$ cat config.mk
export PLATFORM = sky130hd
export DESIGN_NAME = irq_ctrl
export DESIGN_NICKNAME = d
export VERILOG_FILES = /design/src/rtl/irq_pkg.sv /design/src/rtl/irq_flags.sv /design/src/rtl/irq_prio.sv /design/src/rtl/irq_vec.sv /design/src/rtl/irq_gate.sv /design/src/rtl/irq_ctrl.sv
export SDC_FILE = /design/constraint.sdc
export NUM_CORES = 1
export LEC_CHECK = 0
export ABC_AREA = 1
export ABC_CLOCK_PERIOD_IN_PS = 1900
export BUFFER_PORTS_ARGS = -buffer_cell sky130_fd_sc_hd__buf_2
export CAP_MARGIN = 10
export CORE_AREA = 3 3 45 57
export DETAILED_ROUTE_END_ITERATION = 10
export DIE_AREA = 0 0 48 60
export PLACE_DENSITY = 0.79
export SYNTH_ARGS = -nofsm -noshare
export SYNTH_HDL_FRONTEND = slang
export SYNTH_SLANG_ARGS = --single-unit
$ cat constraint.sdc
create_clock -name clk_i -period 1.9 [get_ports clk_i]
set_input_delay 0.285 -clock clk_i [delete_from_list [all_inputs] [get_ports clk_i]]
set_output_delay 0.285 -clock clk_i [all_outputs]
set_load 0.01 [all_outputs]
$ cat src/rtl/irq_pkg.sv
`timescale 1ns/1ps
package irq_pkg;
  typedef enum logic {VB_APP = 1'b0, VB_BOOT = 1'b1} vbase_e;
endpackage

$ cat src/rtl/irq_flags.sv
`timescale 1ns/1ps
module irq_flags #(
  parameter int NUM_SRC = 8,
  parameter logic [NUM_SRC-1:0] LEVEL_MASK = 8'h80,
  localparam int IDX_W = $clog2(NUM_SRC)
) (
  input  logic               clk_i,
  input  logic               rst_ni,
  input  logic [NUM_SRC-1:0] src_i,
  input  logic [NUM_SRC-1:0] clr_i,
  input  logic               take_i,
  input  logic [IDX_W-1:0]   id_i,
  output logic [NUM_SRC-1:0] flag_o,
  output logic [NUM_SRC-1:0] req_o
);
  localparam logic [NUM_SRC-1:0] EVT_MASK = ~LEVEL_MASK;

  logic [NUM_SRC-1:0] flag_q, flag_d, take_clr;

  always_comb begin
    take_clr = '0;
    if (take_i) take_clr[id_i] = 1'b1;
    // new strobe wins over both clear paths
    flag_d = ((flag_q & ~clr_i & ~take_clr) | src_i) & EVT_MASK;
  end

  always_ff @(posedge clk_i or negedge rst_ni) begin
    if (!rst_ni) flag_q <= '0;
    else         flag_q <= flag_d;
  end

  for (genvar i = 0; i < NUM_SRC; i++) begin : g_src
    if (LEVEL_MASK[i]) begin : g_lvl
      assign req_o[i] = src_i[i];
    end else begin : g_evt
      assign req_o[i] = flag_q[i];
    end
  end

  assign flag_o = flag_q;
endmodule

$ cat src/rtl/irq_prio.sv
`timescale 1ns/1ps
module irq_prio #(
  parameter int NUM_SRC = 8,
  localparam int IDX_W = $clog2(NUM_SRC)
) (
  input  logic [NUM_SRC-1:0] req_i,
  input  logic [NUM_SRC-1:0] en_i,
  output logic               any_o,
  output logic [IDX_W-1:0]   id_o
);
  logic [NUM_SRC-1:0] pend;

  always_comb begin
    pend = req_i & en_i;
    any_o = |pend;
    id_o = '0;
    // scan downward so the lowest index is left last
    for (int i = NUM_SRC - 1; i >= 0; i--) begin
      if (pend[i]) id_o = IDX_W'(i);
    end
  end
endmodule

$ cat src/rtl/irq_vec.sv
`timescale 1ns/1ps
module irq_vec #(
  parameter int NUM_SRC = 8,
  parameter int ADDR_W = 16,
  parameter int SLOT_WORDS = 2,
  parameter logic [ADDR_W-1:0] BOOT_BASE = 16'h3800,
  localparam int IDX_W = $clog2(NUM_SRC)
) (
  input  logic              boot_i,
  input  logic [IDX_W-1:0]  id_i,
  output logic [ADDR_W-1:0] addr_o
);
  import irq_pkg::*;

  logic [ADDR_W-1:0] base, slot, off;

  always_comb begin
    base   = (vbase_e'(boot_i) == VB_BOOT) ? BOOT_BASE : '0;
    slot   = ADDR_W'(id_i) + ADDR_W'(1);  // slot 0 is reset
    off    = slot * ADDR_W'(SLOT_WORDS);
    addr_o = base + off;
  end
endmodule

$ cat src/rtl/irq_gate.sv
`timescale 1ns/1ps
module irq_gate (
  input  logic clk_i,
  input  logic rst_ni,
  input  logic any_i,
  input  logic step_i,
  input  logic gie_set_i,
  input  logic gie_clr_i,
  input  logic reti_i,
  output logic take_o,
  output logic gie_o
);
  logic gie_q, gap_q;

  assign take_o = any_i & step_i & gie_q & ~gie_clr_i & ~gap_q;

  always_ff @(posedge clk_i or negedge rst_ni) begin
    if (!rst_ni) begin
      gie_q <= 1'b0;
      gap_q <= 1'b0;
    end else begin
      if (take_o || gie_clr_i)      gie_q <= 1'b0;
      else if (gie_set_i || reti_i) gie_q <= 1'b1;

      if (reti_i)      gap_q <= 1'b1;
      else if (step_i) gap_q <= 1'b0;
    end
  end

  assign gie_o = gie_q;
endmodule

$ cat src/rtl/irq_ctrl.sv
`timescale 1ns/1ps
module irq_ctrl #(
  parameter int NUM_SRC = 8,
  parameter logic [NUM_SRC-1:0] LEVEL_MASK = 8'h80,
  parameter int ADDR_W = 16,
  parameter int SLOT_WORDS = 2,
  parameter logic [ADDR_W-1:0] BOOT_BASE = 16'h3800,
  localparam int IDX_W = $clog2(NUM_SRC)
) (
  input  logic               clk_i,
  input  logic               rst_ni,
  input  logic [NUM_SRC-1:0] src_i,
  input  logic [NUM_SRC-1:0] en_i,
  input  logic [NUM_SRC-1:0] flag_clr_i,
  input  logic               gie_set_i,
  input  logic               gie_clr_i,
  input  logic               reti_i,
  input  logic               step_i,
  input  logic               vbase_boot_i,
  output logic               take_o,
  output logic [IDX_W-1:0]   src_id_o,
  output logic [ADDR_W-1:0]  vec_addr_o,
  output logic [NUM_SRC-1:0] flag_o,
  output logic               gie_o
);
  logic [NUM_SRC-1:0] req;
  logic               any;
  logic [IDX_W-1:0]   id;

  irq_flags #(.NUM_SRC(NUM_SRC), .LEVEL_MASK(LEVEL_MASK)) u_flags (
    .clk_i(clk_i), .rst_ni(rst_ni), .src_i(src_i), .clr_i(flag_clr_i),
    .take_i(take_o), .id_i(id), .flag_o(flag_o), .req_o(req)
  );

  irq_prio #(.NUM_SRC(NUM_SRC)) u_prio (
    .req_i(req), .en_i(en_i), .any_o(any), .id_o(id)
  );

  irq_vec #(.NUM_SRC(NUM_SRC), .ADDR_W(ADDR_W), .SLOT_WORDS(SLOT_WORDS),
            .BOOT_BASE(BOOT_BASE)) u_vec (
    .boot_i(vbase_boot_i), .id_i(id), .addr_o(vec_addr_o)
  );

  irq_gate u_gate (
    .clk_i(clk_i), .rst_ni(rst_ni), .any_i(any), .step_i(step_i),
    .gie_set_i(gie_set_i), .gie_clr_i(gie_clr_i), .reti_i(reti_i),
    .take_o(take_o), .gie_o(gie_o)
  );

  assign src_id_o = id;
endmodule

==> results, run 1 <==
- In this design, the largest share of critical-path delay is due to flip-flops.
- The achievable clock frequency is 525 MHz.
- The number of levels in the clock H-tree is 1.
- The element type at the critical path start is a flop.
- The sum of overflow across all layers after global routing is 0.
- The congestion estimate from routability-driven global placement came to between 0.8 and 0.9.
- The diode insertion count for antenna repair is 0.
- The count of final hold-check violations is 0.
- The buffer depth of the longest clock path is 2.
- The total design power is approximately 600 uW.
- Cells with a size suffix above 1 make up roughly 46% of the layout.
- The signal on the critical path passes through nand2_2 > buf_4 > nand2_4 > nand2_4 > a21oi_4 > ha_4 > xnor2_2 > buf_2.
- The initial antenna violation count is 0.
- The die width is about 48 um.
- The number of buffers and inverters on the critical path is 2.
- The synthesized design contains 9 register bits.
- Before CTS, the worst setup slack after placement is 0.144 ns.
- The number of clock buffers added by TritonCTS is 3.
- The final critical path takes up 100% of the cycle.
- The count of input and output buffers is 44.
- The number of max-slew violations in the final report is 0.
- The total placed cells including tap cells is around 180.
- TritonCTS built the clock tree.
- In the final design database the tool counted around 200 nets.
- The setup path with the least slack is of type reg -> out.
- Leaving out filler cells and counting taps, the final layout contains approximately 190.
- The final critical-path setup slack is -0.00514 ns.
- The post-route worst hold slack is about 0.20 ns.
- The clock-pin slew on the worst setup and hold paths is 0.06 ns.
- Setup violations remaining at the end of the flow were counted as 1.
- Data arrives at the worst endpoint at approximately 1.6 ns.
- The die outline height is 60 um.
- The static leakage is slightly below 0.7 nW.
- The post-detailed-route DRC marker count is 0.
- Synthesis produced a netlist whose cell count is ~120.
- STA classifies the critical path endpoint as an output port.
- 60 I/O pins were placed.
- The sequential share of the synthesized area is around 28%.
- The checks that failed: negative setup slack.
- After filler insertion, the fill cell instance count of the layout stands at roughly 200.
- The highest ir drop seen on vdd is roughly 410 uV.
- After detailed routing, the total wire length is 1820 um.
- Dividing the detail-routed via count by the number of cells gives 4.31.
- Counting I/O delays and the setup requirement, the final critical path takes between 1.5 and 2 ns.
- The path class of the tightest hold or removal check is in -> reg.
- The synthesized area per cell is between 6 and 7 sq um.
- The post-detailed-placement half-perimeter wirelength is 1500 um.
- Yosys mapped the design onto 20 distinct sky130hd cell types.
- For the final database, setup skew stands at a little under 0.0009 ns.
- Max-cap violations in this run came to 0.
- The first detailed-routing pass ran for 4 iterations.
- Entering global routing, the biggest net connects 10 pins.
- The number of sinks driven by the clock tree is 9.
- The routed wirelength normalized by instance count is ~9.8 um.
- The global-route total usage across every layer is between 10% and 20%.
- The clock insertion delay at the later pin of the skew report is between 0.2 and 0.3 ns.
- The number of global-route vias before repair was just over 700.
- The final antenna-violating net count is 0.
- At the end of the flow the core is filled with cells to 54.1%.
- For this block, the initial DRC count from the detailed router was 16.
- The core footprint is approximately 2000 sq um.
- The cell repeated most along the worst path is sky130_fd_sc_hd__nand2_4.
- In this run the power density over the cells is 546 nW/um^2.
- The slowest stage cell on the critical path is sky130_fd_sc_hd__dfrtp_1.
- The synthesis-to-finish area growth is 37.5%.
- The run finished, with violations left.
- The data required time at the worst endpoint is around 1.6 ns.
- The post-synthesis instance area is about 800 sq um.
- The die area is roughly 2900 sq um.
- The maximum net fanout on the critical path is 5.
- The number of warnings reported in the yosys synthesis log is 0.
- The longest individual stage delay on the worst path is 0.38 ns.
- The via total after detailed routing is ~800.
- The number of placement rows is 18.
- The starting density of the core is between 30 and 40%.
- Setup repair after global routing could not meet its margin everywhere.
- The tree is rooted in a sky130_fd_sc_hd__clkbuf_4.
- The wire length of the first global-routing pass is 2850 um.
## layout by cell type, fill, tap and decap left out
cell type and n:
sky130_fd_sc_hd__nand4_1 1, sky130_fd_sc_hd__buf_4 5, sky130_fd_sc_hd__nor3_1 3, sky130_fd_sc_hd__ha_4 1, sky130_fd_sc_hd__inv_2 3, sky130_fd_sc_hd__clkinv_4 1, sky130_fd_sc_hd__clkbuf_1 1, sky130_fd_sc_hd__inv_1 19
sky130_fd_sc_hd__nor2_1 11, sky130_fd_sc_hd__o21bai_1 2, sky130_fd_sc_hd__clkbuf_4 3, sky130_fd_sc_hd__nand2_4 6, sky130_fd_sc_hd__buf_2 43, sky130_fd_sc_hd__a21oi_4 1, sky130_fd_sc_hd__nor2_2 1, sky130_fd_sc_hd__conb_1 10
sky130_fd_sc_hd__nand3_1 3, sky130_fd_sc_hd__dfrtp_1 9, sky130_fd_sc_hd__nor3_4 1, sky130_fd_sc_hd__nor2_4 1, sky130_fd_sc_hd__buf_6 1, sky130_fd_sc_hd__dlygate4sd3_1 1, sky130_fd_sc_hd__xnor2_2 1, sky130_fd_sc_hd__nand2_2 9
sky130_fd_sc_hd__nand2_1 29
## cells in the mapped netlist
cell type                  count  area share (%)
sky130_fd_sc_hd__dfrtp_1       9              28
sky130_fd_sc_hd__nor2_1       11             5.2
sky130_fd_sc_hd__nor2_2        1            0.79
sky130_fd_sc_hd__conb_1        1            0.47
sky130_fd_sc_hd__nand2_2       8             6.3
sky130_fd_sc_hd__inv_2         2            0.94
sky130_fd_sc_hd__nand2_4       4             5.7
sky130_fd_sc_hd__nand4_1       1            0.79
sky130_fd_sc_hd__nor3_1        3             1.9
sky130_fd_sc_hd__nor2_4        1             1.4
sky130_fd_sc_hd__nor3_4        1             2.0
sky130_fd_sc_hd__a21oi_4       1             2.0
sky130_fd_sc_hd__nand2_1      32              15
sky130_fd_sc_hd__o21bai_1      2             1.9
sky130_fd_sc_hd__inv_1        20             9.4
sky130_fd_sc_hd__buf_4        13              12
sky130_fd_sc_hd__ha_1          1             1.6
sky130_fd_sc_hd__nand3_1       3             1.9
sky130_fd_sc_hd__xnor2_1       1             1.1
sky130_fd_sc_hd__clkinv_4      1             1.1
## through the flow
stage,area (sq um),setup TNS (ns)
2_1_floorplan,831,0
3_3_place_gp,986,0
3_5_place_dp,986,0
4_1_cts,1060,0
5_1_grt,1100,-0.237
6_report,1100,-0.00514
## registers in the layout (all words and copies together) (netlist names)
name	flops
u_flags.flag_o	7
u_gate.gap_q	1
u_gate.gie_o	1
## cell type report
| cell class | count | area [sq um] | share of cell area [%] |
|---|---|---|---|
| clock buffer | 4 | 26.3 | 2.40 |
| sequential | 9 | 225 | 20.5 |
| tap | 20 | 25.0 | 2.28 |
| multi-input combinational | 80 | 454 | 41.4 |
| inverter | 23 | 91.3 | 8.33 |
| timing repair buffer | 50 | 274 | 25.0 |
## worst paths after layout
check	slack (ns)	cells past startpoint	endpoint	start
worst max-delay path	-0.005	8	vec_addr_o[3]	u_flags.flag_o[6]
worst min-delay path	0.20	3	u_flags.flag_o[5]	src_i[5]
worst max register to register	0.47	11	u_flags.flag_o[1]	u_flags.flag_o[6]
worst min register to register	0.57	2	u_gate.gap_q	u_gate.gap_q
max in group asynchronous	1.30	2	u_flags.flag_o[3]	rst_ni
min in group asynchronous	0.42	2	u_flags.flag_o[1]	rst_ni
## cell families after synthesis
kind of cell / after synthesis / synth area share [%]
AOI/OAI and AO/OA: 3 / 3.92
xor gates and xnor gates: 1 / 1.10
adders and majority gates: 1 / 1.57
buffers and inverters: 36 / 23.7
DFF: 9 / 28.3
other: 1 / 0.471
and+or+nand+nor: 65 / 41.0
## what timing repair did
action | 4_1_cts | 5_1_grt
setup buffers | 4 | 0
gates resized for setup | 2 | 8
hold buffers | 1 | 0
hold endpoints to repair | 9 | 0
pin swaps | 2 | 6
endpoints found under the setup margin | 2 | 3
## per-layer routing
metal / GRT usage [%] / vias up / share of wire [%]
li1: - / 415 / -
met1: 16.0 / 342 / 34
met2: 24.0 / 40 / 55
met3: 1.20 / 4 / 8.3
met4: 9.62 / 0 / 1.9
met5: 0 / - / 0
## where the power goes
group	total, mW	leakage, nW	internal (mW)	switching, mW
clock network	0.148	0.0150	0.0810	0.0673
registers	0.216	0.0981	0.205	0.0114
logic	0.233	0.563	0.104	0.129
total	0.598	0.676	0.390	0.208
## worst register-to-register path, stage by stage, from the launching register on
cell and delay [ns]:
sky130_fd_sc_hd__dfrtp_1 0.40, sky130_fd_sc_hd__nand2_2 0.09, sky130_fd_sc_hd__buf_4 0.11, sky130_fd_sc_hd__nand2_4 0.06, sky130_fd_sc_hd__inv_1 0.05, sky130_fd_sc_hd__nand2_1 0.07
sky130_fd_sc_hd__nand2_4 0.10, sky130_fd_sc_hd__nand3_1 0.08, sky130_fd_sc_hd__nor2_1 0.14, sky130_fd_sc_hd__nand3_1 0.10, sky130_fd_sc_hd__nand2_1 0.07, sky130_fd_sc_hd__nand2_1 0.05
Power figures use the tool's default switching activity.
==> inputs of run 2 (changes only) <==
Settings changed: CTS_BUF_LIST from default to sky130_fd_sc_hd__clkbuf_16.
==> run 2 against run 1 <==
  * The flow now finishes without violations
  * Routed wire length increased by 0.61%
  * Final area increased by 3.0%
  * Clock power increased by 150%
  * Die area unchanged
  * Hold slack improved by 0.026 ns
  * First-iteration DRC count increased by 50%
  * Critical endpoint unchanged
==> results, run 2 (synthesis results as in run 1) <==
- The data arrival time of the critical path is 1.57 ns (was 1.62 ns).
- The number of flip-flops under the largest register name is 7 (unchanged).
- The synthesis-to-finish area growth is 41.6% (was 37.5%).
- The utilization after layout is 55.7% (was 54.1%).
- The longest individual stage delay on the worst path is 0.37 ns (was 0.38 ns).
- The routed wirelength normalized by instance count is 9.88 um (was 9.76 um).
- The area of all sequential standard cells is 225 sq um (unchanged).
- The highest ir drop seen on vdd is 605 uV (was 411 uV).
- The number of buffers created by CTS is 3 (unchanged).
- The number of max-slew violations in the final report was 0 (unchanged).
- List of cells traversed by the critical path: nand2_2 > nand2_1 > nand2_1 > nand2_1 > nand2_1 > nand2_1 > nand2_2 > nand2_2 > inv_2 > ha_4 > xnor2_2 > buf_2 (was nand2_2 > buf_4 > nand2_4 > nand2_4 > a21oi_4 > ha_4 > xnor2_2 > buf_2).
- The final antenna-violating net count is 0 (unchanged).
- The post-detailed-placement half-perimeter wirelength is 1500 um (unchanged).
- The cell repeated most along the worst path is sky130_fd_sc_hd__nand2_1 (was sky130_fd_sc_hd__nand2_4).
- The number of global-route vias before repair is 705 (was 723).
- The starting density of the core is 39.3% (unchanged).
- The core footprint came to 2030 sq um (unchanged).
- The total design power is 812 uW (was 598 uW).
- The weighted congestion reported at the end of routability-driven placement is 0.851 (unchanged).
- The maximum net fanout on the critical path is 3 (was 5).
- The via total after detailed routing is 801 (unchanged).
- The switching part of the total was 28.3% (was 34.7%).
- The detailed-route vias per instance is 4.33 (was 4.31).
- The buffer depth of the longest clock path came to 2 (unchanged).
- The final-layout fill cell count was 196 (was 202).
- The I/O pin total came to 60 (unchanged).
- The diode insertion count for antenna repair is 0 (unchanged).
- The aggregate negative setup slack is 0 ns (was -0.00514 ns).
- The portion of total power attributed to combinational logic is 27.9% (was 39.0%).
- The ratio of total power to cell area is 719 nW/um^2 (was 546 nW/um^2).
- The number of standard cells in the final layout excluding fillers is 185 (was 186).
- The die outline height came to 60 um (unchanged).
- The clock tree from TritonCTS was yes (unchanged).
- The number of levels in the clock H-tree is 1 (unchanged).
- The count of input and output buffers is 44 (unchanged).
- The part of the power in the clock network is 45.3% (was 24.8%).
- The root cell of the clock tree is sky130_fd_sc_hd__clkbuf_16 (was sky130_fd_sc_hd__clkbuf_4).
- Most used cells in the layout excluding fill and tap cells: 43 x sky130_fd_sc_hd__buf_2, 30 x sky130_fd_sc_hd__nand2_1, 20 x sky130_fd_sc_hd__inv_1 (was 43 x sky130_fd_sc_hd__buf_2, 29 x sky130_fd_sc_hd__nand2_1, 19 x sky130_fd_sc_hd__inv_1).
- The static leakage was 0.692 nW (was 0.676 nW).
- The count of final hold-check violations is 0 (unchanged).
- The post-layout net count came to 198 (was 199).
- The routed wire length is 1830 um (was 1820 um).
- The area of the multi-input gates is 442 sq um (was 454 sq um).
- The class of the most critical setup path is reg -> out (unchanged).
- The clock skew after layout is 0.00145 ns (was 0.000888 ns).
- The type of element capturing the critical path was an output port (unchanged).
- The element type at the critical path start is a flop (unchanged).
- The buffer and inverter count on the worst path is 2 (unchanged).
- The slowest stage cell on the critical path is sky130_fd_sc_hd__dfrtp_1 (unchanged).
- The number of maximum-capacitance constraint violations is 0 (unchanged).
- Unrepaired setup endpoints after global routing: true (unchanged).
- The data required time at the worst endpoint is 1.62 ns (about the same).
- The final critical-path setup slack is 0.0468 ns (was -0.00514 ns).
- The final period utilization came to 97.5% (was 100%).
- The number of placement rows is 18 (unchanged).
- The flop-to-flop setup slack was 0.52 ns (was 0.47 ns).
- The leading cell type in the layout, fill and taps excluded is sky130_fd_sc_hd__buf_2 (unchanged).
- The total internal power is 582 uW (was 390 uW).
- The global-route total usage across every layer came to 14.3% (was 14.2%).
- The clock-pin slew on the worst setup and hold paths is 0.04 ns (was 0.06 ns).
- The maximum number of pins on one net before global-route repair is 10 (unchanged).
- The kind of path behind the tightest hold check was in -> reg (unchanged).
- The post-detailed-route DRC marker count is 0 (unchanged).
- The die width was 48 um (unchanged).
- Run status: complete, no violations (was finished with violations).
- The number of sinks driven by the clock tree was 9 (unchanged).
- The sequential cell fraction of total power is 26.8% (was 36.2%).
- The DRC marker count from the first detailed-route iteration is 24 (was 16).
- The die area is 2880 sq um (unchanged).
- The initial antenna violation count is 0 (unchanged).
- The wire length of the first global-routing pass is 2830 um (was 2850 um).
- The total placed cells including tap cells came to 177 (unchanged).
- The minimum clock period after layout is 1.85 ns (was 1.91 ns).
- The share of layout cells above drive strength 1 is 45.5% (was 46.4%).
- The count of final setup violators is 0 (was 1).
- The clock insertion delay at the later pin of the skew report was 0.24 ns (was 0.26 ns).
- The switching power of the nets is 230 uW (was 208 uW).
- The first-pass iteration count of the detailed router was 4 (unchanged).
- The largest delay contributor family on the critical path is simple AND/OR/NAND/NOR gates (was flip-flops).
- The sum of overflow across all layers after global routing is 0 (unchanged).
- The achievable clock frequency is 540 MHz (was 525 MHz).
- The setup slack at placement was 0.144 ns (unchanged).
run 2: cell types whose count changed in the layout (fill, tap and decap cells not counted):
cell                        change
sky130_fd_sc_hd__nand2_2        +1
sky130_fd_sc_hd__buf_4          -1
sky130_fd_sc_hd__clkbuf_16      +3
sky130_fd_sc_hd__nand2_1        +1
sky130_fd_sc_hd__clkbuf_1       -1
sky130_fd_sc_hd__clkbuf_4       -3
sky130_fd_sc_hd__inv_1          +1
sky130_fd_sc_hd__nand2_4        -2
run 2: layer usage:
metal | track usage (%) | vias to the layer above | routed length (um)
li1 | - | 414 | -
met1 | 15.0 | 346 | 620
met2 | 23.8 | 37 | 1010
met3 | 3.61 | 4 | 160
met4 | 9.62 | 0 | 34
met5 | 0 | - | 0
run 2: per-stage QoR:
| step | hold slack, ns | cell area [sq um] |
|---|---|---|
| 3_5_place_dp | 0.150 | 986 |
| 6_report | 0.228 | 1130 |
| 4_1_cts | 0.224 | 1090 |
| 5_1_grt | 0.236 | 1130 |
| 2_1_floorplan | -0.0106 | 831 |
| 3_3_place_gp | 0.143 | 986 |
run 2: worst min-delay path, cell delays in order:
cell and delay, ns:
sky130_fd_sc_hd__buf_2 0.07, sky130_fd_sc_hd__inv_1 0.03, sky130_fd_sc_hd__nand2_1 0.05
run 2: final timing paths:
path,startpoint,depth (start not counted),to
max,u_flags.flag_o[6],12,vec_addr_o[3]
min,src_i[5],3,u_flags.flag_o[5]
max reg2reg,u_flags.flag_o[4],10,u_flags.flag_o[1]
min reg2reg,u_gate.gap_q,2,u_gate.gap_q
max in group asynchronous,rst_ni,2,u_flags.flag_o[6]
min in group asynchronous,rst_ni,2,u_flags.flag_o[1]
run 2: layout make-up:
cell class	instances	share of cell area, %
Clock buffer	3	6.65
Clock inverter	1	0.333
Inverter	23	8.09
Multi-Input combinational cell	80	39.1
Sequential cell	9	20.0
Tap cell	20	2.22
Timing Repair Buffer	49	23.6
run 2: timing repair:
item                                    4_1_cts  5_1_grt
endpoints found under the setup margin        2        3
endpoints found under the hold margin         9        0
pin swaps                                     2        5
buffers inserted                              2        1
gates resized for setup                       1        6
hold buffers                                  1        0
run 2: power by group through the flow:
stage / registers, mW / logic (mW) / clock network [mW]
floorplan: 0.225 / 0.136 / 0
global placement: 0.219 / 0.195 / 0
detailed placement: 0.220 / 0.199 / 0
CTS: 0.217 / 0.207 / 0.376
global route: 0.219 / 0.253 / 0.388
finish: 0.218 / 0.226 / 0.368
